File: src/rtl/eprom_seq_pkg.sv
package eprom_seq_pkg;

   typedef enum logic [2:0] {
      ST_OFF,
      ST_PREP,
      ST_READY,
      ST_SETUP,
      ST_PULSE,
      ST_SETTLE,
      ST_ACCESS
   } seq_st_t;

   function automatic logic in_op(seq_st_t s);
      return (s == ST_SETUP) || (s == ST_PULSE) ||
             (s == ST_SETTLE) || (s == ST_ACCESS);
   endfunction

   function automatic logic in_write(seq_st_t s);
      return (s == ST_SETUP) || (s == ST_PULSE) || (s == ST_SETTLE);
   endfunction

   function automatic int max4(int a, int b, int c, int d);
      int m;
      m = a;
      if (b > m) m = b;
      if (c > m) m = c;
      if (d > m) m = d;
      return m;
   endfunction

endpackage

File: src/rtl/eps_timer.sv
module eps_timer #(
   parameter int CNT_W = 4
) (
   input  logic             clk,
   input  logic             rst_n,
   input  logic             load,
   input  logic [CNT_W-1:0] load_val,
   output logic             zero
);
   logic [CNT_W-1:0] cnt;

   always_ff @(posedge clk or negedge rst_n) begin
      if (!rst_n)
         cnt <= '0;
      else if (load)
         cnt <= load_val;
      else if (cnt != '0)
         cnt <= cnt - 1'b1;
   end

   assign zero = (cnt == '0);
endmodule

File: src/rtl/eps_fsm.sv
module eps_fsm
   import eprom_seq_pkg::*;
#(
   parameter int PREP_CYC = 2,
   parameter int T_SETUP  = 3,
   parameter int T_PULSE  = 4,
   parameter int T_SETTLE = 2,
   parameter int T_ACCESS = 2,
   parameter int CNT_W    = 3
) (
   input  logic    clk,
   input  logic    rst_n,
   input  logic    start,
   input  logic    start_prog,
   input  logic    close,
   input  logic    op_prog,
   output seq_st_t st,
   output logic    accept,
   output logic    capture,
   output logic    done
);
   seq_st_t          nxt;
   logic             t_zero;
   logic             t_load;
   logic [CNT_W-1:0] t_val;

   assign accept  = start && ((st == ST_OFF) || (st == ST_READY));
   assign capture = (st == ST_ACCESS) && t_zero;

   always_comb begin
      nxt = st;
      unique case (st)
         ST_OFF:    if (start) nxt = ST_PREP;
         ST_PREP:   if (t_zero) nxt = op_prog ? ST_SETUP : ST_ACCESS;
         ST_READY: begin
            if (start)      nxt = start_prog ? ST_SETUP : ST_ACCESS;
            else if (close) nxt = ST_OFF;
         end
         ST_SETUP:  if (t_zero) nxt = ST_PULSE;
         ST_PULSE:  if (t_zero) nxt = ST_SETTLE;
         ST_SETTLE: if (t_zero) nxt = ST_READY;
         ST_ACCESS: if (t_zero) nxt = ST_READY;
         default:   nxt = ST_OFF;
      endcase
   end

   always_comb begin
      t_load = (nxt != st);
      unique case (nxt)
         ST_PREP:   t_val = CNT_W'(PREP_CYC - 1);
         ST_SETUP:  t_val = CNT_W'(T_SETUP - 1);
         ST_PULSE:  t_val = CNT_W'(T_PULSE - 1);
         ST_SETTLE: t_val = CNT_W'(T_SETTLE - 1);
         ST_ACCESS: t_val = CNT_W'(T_ACCESS - 1);
         default:   t_val = '0;
      endcase
   end

   eps_timer #(.CNT_W(CNT_W)) u_timer (
      .clk      (clk),
      .rst_n    (rst_n),
      .load     (t_load),
      .load_val (t_val),
      .zero     (t_zero)
   );

   always_ff @(posedge clk or negedge rst_n) begin
      if (!rst_n) begin
         st   <= ST_OFF;
         done <= 1'b0;
      end else begin
         st   <= nxt;
         done <= ((st == ST_SETTLE) || (st == ST_ACCESS)) && t_zero;
      end
   end
endmodule

File: src/rtl/eprom_seq_ctrl.sv
module eprom_seq_ctrl
   import eprom_seq_pkg::*;
#(
   parameter int DATA_W   = 8,
   parameter int MODE_W   = 8,
   parameter int PREP_CYC = 2,
   parameter int T_SETUP  = 3,
   parameter int T_PULSE  = 4,
   parameter int T_SETTLE = 2,
   parameter int T_ACCESS = 2,
   parameter bit SYNC_IN  = 1'b1
) (
   input  logic                clk,
   input  logic                rst_n,
   input  logic                cmd_start,
   input  logic                cmd_prog,
   input  logic [MODE_W-1:0]   cmd_mode,
   input  logic [2*DATA_W-1:0] cmd_addr,
   input  logic [DATA_W-1:0]   cmd_wdata,
   input  logic                cmd_close,
   output logic [DATA_W-1:0]   rdata,
   output logic                busy,
   output logic                done,
   output logic                tgt_rst,
   output logic                tgt_psen_n,
   output logic                tgt_prog_n,
   output logic [MODE_W-1:0]   tgt_p0,
   output logic [DATA_W-1:0]   tgt_p1,
   output logic [DATA_W-1:0]   tgt_p3,
   output logic [DATA_W-1:0]   tgt_p2_out,
   output logic                tgt_p2_oe,
   input  logic [DATA_W-1:0]   tgt_p2_in,
   output logic                tgt_vpp_en
);
   localparam int ADDR_W  = 2 * DATA_W;
   localparam int MAX_DUR = max4(max4(PREP_CYC, T_SETUP, T_PULSE, T_SETTLE),
                                 T_ACCESS, 1, 1);
   localparam int CNT_W   = (MAX_DUR < 2) ? 1 : $clog2(MAX_DUR);

   if (PREP_CYC < 2) begin : g_bad_prep
      $error("PREP_CYC must be at least 2");
   end
   if (T_SETUP < 1 || T_PULSE < 1 || T_SETTLE < 1 || T_ACCESS < 1) begin : g_bad_dur
      $error("every phase duration must be at least one cycle");
   end
   if (DATA_W < 1 || MODE_W < 1) begin : g_bad_width
      $error("port widths must be positive");
   end

   seq_st_t             st;
   logic                accept;
   logic                capture;
   logic                prog_q;
   logic [MODE_W-1:0]   mode_q;
   logic [ADDR_W-1:0]   addr_q;
   logic [DATA_W-1:0]   wdata_q;
   logic [DATA_W-1:0]   p2_s;

   eps_fsm #(
      .PREP_CYC (PREP_CYC),
      .T_SETUP  (T_SETUP),
      .T_PULSE  (T_PULSE),
      .T_SETTLE (T_SETTLE),
      .T_ACCESS (T_ACCESS),
      .CNT_W    (CNT_W)
   ) u_fsm (
      .clk        (clk),
      .rst_n      (rst_n),
      .start      (cmd_start),
      .start_prog (cmd_prog),
      .close      (cmd_close),
      .op_prog    (prog_q),
      .st         (st),
      .accept     (accept),
      .capture    (capture),
      .done       (done)
   );

   always_ff @(posedge clk or negedge rst_n) begin
      if (!rst_n) begin
         prog_q  <= 1'b0;
         mode_q  <= '1;
         addr_q  <= '0;
         wdata_q <= '0;
      end else if (accept) begin
         prog_q  <= cmd_prog;
         mode_q  <= cmd_mode;
         addr_q  <= cmd_addr;
         wdata_q <= cmd_wdata;
      end
   end

   if (SYNC_IN) begin : g_in_reg
      always_ff @(posedge clk or negedge rst_n) begin
         if (!rst_n) p2_s <= '0;
         else        p2_s <= tgt_p2_in;
      end
   end else begin : g_in_dir
      assign p2_s = tgt_p2_in;
   end

   always_ff @(posedge clk or negedge rst_n) begin
      if (!rst_n)       rdata <= '0;
      else if (capture) rdata <= p2_s;
   end

   always_comb begin
      busy       = in_op(st) || (st == ST_PREP);
      tgt_rst    = (st != ST_OFF);
      tgt_psen_n = (st == ST_OFF) || (st == ST_PREP);
      tgt_prog_n = (st != ST_PULSE);
      tgt_vpp_en = (st == ST_SETUP) || (st == ST_PULSE);
      tgt_p2_oe  = in_write(st);
      tgt_p0     = in_op(st) ? mode_q : '1;
      tgt_p1     = addr_q[ADDR_W-1:DATA_W];
      tgt_p3     = addr_q[DATA_W-1:0];
      tgt_p2_out = wdata_q;
   end
endmodule

File: config.mk
export PLATFORM = sky130hd
export DESIGN_NAME = eprom_seq_ctrl
export DESIGN_NICKNAME = d
export VERILOG_FILES = /design/src/rtl/eprom_seq_pkg.sv /design/src/rtl/eps_timer.sv /design/src/rtl/eps_fsm.sv /design/src/rtl/eprom_seq_ctrl.sv
export SDC_FILE = /design/constraint.sdc
export NUM_CORES = 1
export LEC_CHECK = 0
export ABC_CLOCK_PERIOD_IN_PS = 3600
export CAP_MARGIN = 20
export CORE_MARGIN = 4
export CORE_UTILIZATION = 45
export DETAILED_ROUTE_END_ITERATION = 16
export DONT_BUFFER_PORTS = 1
export PLACE_DENSITY = 0.7
export SYNTH_ARGS = -nofsm -noshare
export SYNTH_HDL_FRONTEND = slang
export SYNTH_HIERARCHICAL = 1
export SYNTH_SLANG_ARGS = --single-unit
File: constraint.sdc
create_clock -name clk -period 3.6 [get_ports clk]
set_input_delay 0.36 -clock clk [delete_from_list [all_inputs] [get_ports clk]]
set_output_delay 0.36 -clock clk [all_outputs]
set_load 0.02 [all_outputs]
==> results.cfg <==
[run_status]
status = complete, no violations

[yosys]
synth_edf_count = 0
synthesis.nets = 217
synth.yosys.seq_area_share_pct = 56.5
postSynthRegisterBits = 55
postSynthCellCount = 171
yosys-top-cells-area = dfrtp_1, mux2_2, dfstp_2, mux2_4, buf_6
synth_area_leader_cell = dfrtp_1
most_frequent_cells_after_synthesis = dfrtp_1, mux2_2, o21bai_1
yosys.cell_types.count = 44
synth_most_common_cell = dfrtp_1
synth.yosys.warnings = 6
ys_flop_type = dfrtp_1
avgSynthCellArea_um2 = 14.4
synth.cell_area_um2 = 2450
synth.top_cell.area_share_pct = 47.9
async_set_reset_flop_share_out_of_synthesis_pct = 100

[timing]
fin_skew_ns = 0.00359
hold_violations = 0
final_total_negative_setup_slack_ns = 0
timing.final.crit_share_pct = 59.9
final_setup_violation_count = 0
grt_setup_unrepaired = false
final_period_minus_worst_setup_slack_ns = 2.16
slew_viol_final = 0
holdWs_ns = 0.0862
fmax_mhz = 464
setup_slack_ns = 1.44
slew_headroom_pct = 60.0
tightestPinTransition_ns = 0.600

[cts]
cts.path.max_buffers = 2
clk-insertion-delay-late_ns = 0.29
cells_resized_by_post_cts_repair = 0
holdBufCountCts = 2
clk_root_buffer_cell = clkbuf_8
cts_made_buffers = 5
clkTransAtPathRegs_ns = 0.09
post_cts.repair.setup_buffers = 0
number_of_clock_sinks_seen_by_cts = 55
ctsHtreeMaxLevel = 2
tritoncts = yes

[finish]
final_net_count = 217
fraction_of_layout_instances_using_a_drive_strength_above_1_pct = 43.6
multi_input_comb_area_um2 = 947
syn2layout_area_growth_pct = 6.63
count_of_filler_cells_inserted_in_the_layout = 454
n_antenna_cell = 0
finish.utilization_pct = 50.3
layout.area.seq_um2 = 1390

[global_route]
globalRoute.totalOverflow = 0
groute.usage.overall_pct = 14.2
initial_antenna_violation_count = 0
grt_first_pass_wirelength_um = 7250
grt_start_max_net_pins = 56
first_global_vias = 1419

[die]
die_area_um2 = 6700
top_level_ports = 92
initial_util_pct = 47.2
chipWidth_um = 81.9
die_height_um = 81.9
std_cell_rows = 26
design.core.area_um2 = 5200

[power_and_ir_drop]
vdd_ir_drop_max_uv = 453
total_leakage_power_nw = 1.11
powerDensity_nw_per_um2 = 1070

[placement]
detailedPlace.worstSlack_ns = 1.54
port_buffers = 0
place.gp.congestion = 0.829
hpwlAfterDp_um = 3280

[drt]
vias_per_cell = 5.50
firstDrtPassIters = 4
wl_per_cell_um = 18.5
route.final.wire_length_um = 4470
drcViolationCount = 0
vias = 1331
drt.antenna.violating_nets = 0
drtIter0Drc = 24

[critical_path]
critical_path.n_buffers_inverters = 0
endpoint_kind_of_the_worst_setup_timing_path = output port
worst_setup_slack_for_register_to_register_paths_ns = 1.51
crit_type = reg -> out
critPathSlowestCell = dfrtp_1
arrival_ns = 1.80
critPathLaunchType = flip-flop
critical_path.top_delay_family = flip-flops
slowest_delay_ns = 0.72
worst-path-max-fanout = 18
cp_data_required_time_ns = 3.24
crit_path_cell_trace = and3b_1 -> o21bai_1

[worst_hold_path]
timing.hold.worst.class = in -> reg

[flow_run]
drv_cap = 0
-- worst paths after layout --
kind | end | startpoint | cells after the start
max | tgt_p0[7] | u_fsm/st[2]$_DFF_PN0_ | 2
min | p2_s[5]$_DFF_PN0_ | tgt_p2_in[5] | 0
max reg2reg | u_fsm/u_timer/cnt[1]$_DFFE_PN0P_ | u_fsm/u_timer/cnt[0]$_DFFE_PN0P_ | 8
min reg2reg | rdata[2]$_DFFE_PN0P_ | p2_s[2]$_DFF_PN0_ | 1
max in group asynchronous | mode_q[5]$_DFFE_PN1P_ | rst_n | 2
min in group asynchronous | addr_q[3]$_DFFE_PN0P_ | rst_n | 2
-- flip-flops by register name, summed over array words and instances (netlist names) --
signal	flops
tgt_p2_out	8
mode_q	8
u_fsm/st	3
rdata	8
prog_q	1
u_fsm/done	1
u_fsm/u_timer/cnt	2
addr_q	16
p2_s	8
-- worst reg2reg max path, cell delays in order, from the launching register on --
cell,delay (ns)
dfrtp_1,0.40
inv_1,0.06
ha_1,0.44
o21bai_1,0.13
a32oi_1,0.25
a32oi_1,0.11
mux2_4,0.28
or2b_1,0.22
o31a_1,0.10
-- cell type report --
type	instances	area share, %
clock inverter	2	2.29
inverter	3	0.430
sequential	55	53.0
multi-input combinational	102	36.2
tap	70	3.35
timing repair buffer	4	2.01
clock buffer	6	2.77
-- metal layers --
metal,vias to the layer above,global-route usage [%],part of all wire (%)
met3,2,5.92,8.6
met2,53,24.3,55
met5,-,0,0
li1,594,-,-
met1,682,16.1,36
met4,0,3.99,0.45
-- layout by cell type (no fill, tap or decap), types with 2 or more instances in the layout --
cell type	netlist	routed
dfrtp_1	47	47
mux2_2	36	36
o21bai_1	9	9
dfstp_2	8	8
mux2_4	7	7
nor2_1	6	6
clkbuf_8	0	5
nand2_1	4	4
o21ai_2	3	3
inv_1	3	3
mux2i_1	2	2
bufinv_16	0	2
buf_4	2	2
a32oi_1	2	2
nand3_1	2	2
a21oi_1	2	2
and2_1	2	2
-- cell families (layout without fill, tap and decap cells) --
logic type	Yosys count	in the layout	share of synthesized area (%)
DFF	55	55	56.5
and+or+nand+nor	29	29	7.60
adders and majority gates	1	1	0.510
muxes	45	45	21.6
AOI/OAI and AO/OA	25	25	8.15
buffers and inverters	14	15	4.94
xor gates and xnor gates	2	2	0.714
-- power by group --
group	internal [mW]	total [mW]	switching (mW)	leakage (nW)
Clock	0.278	0.457	0.180	0.0654
Sequential	0.922	1.41	0.487	0.640
Combinational	0.488	0.939	0.452	0.402
-- per-stage QoR --
step                cell area (um2)  power (mW)  cells
detailed placement             2450        2.35    232
floorplan                      2450        2.24    171
finish                         2620        2.81    242
CTS                            2620        2.84    242
global placement               2450        2.29    232
global route                   2620        2.98    242
(Power assumes the default switching activity.)
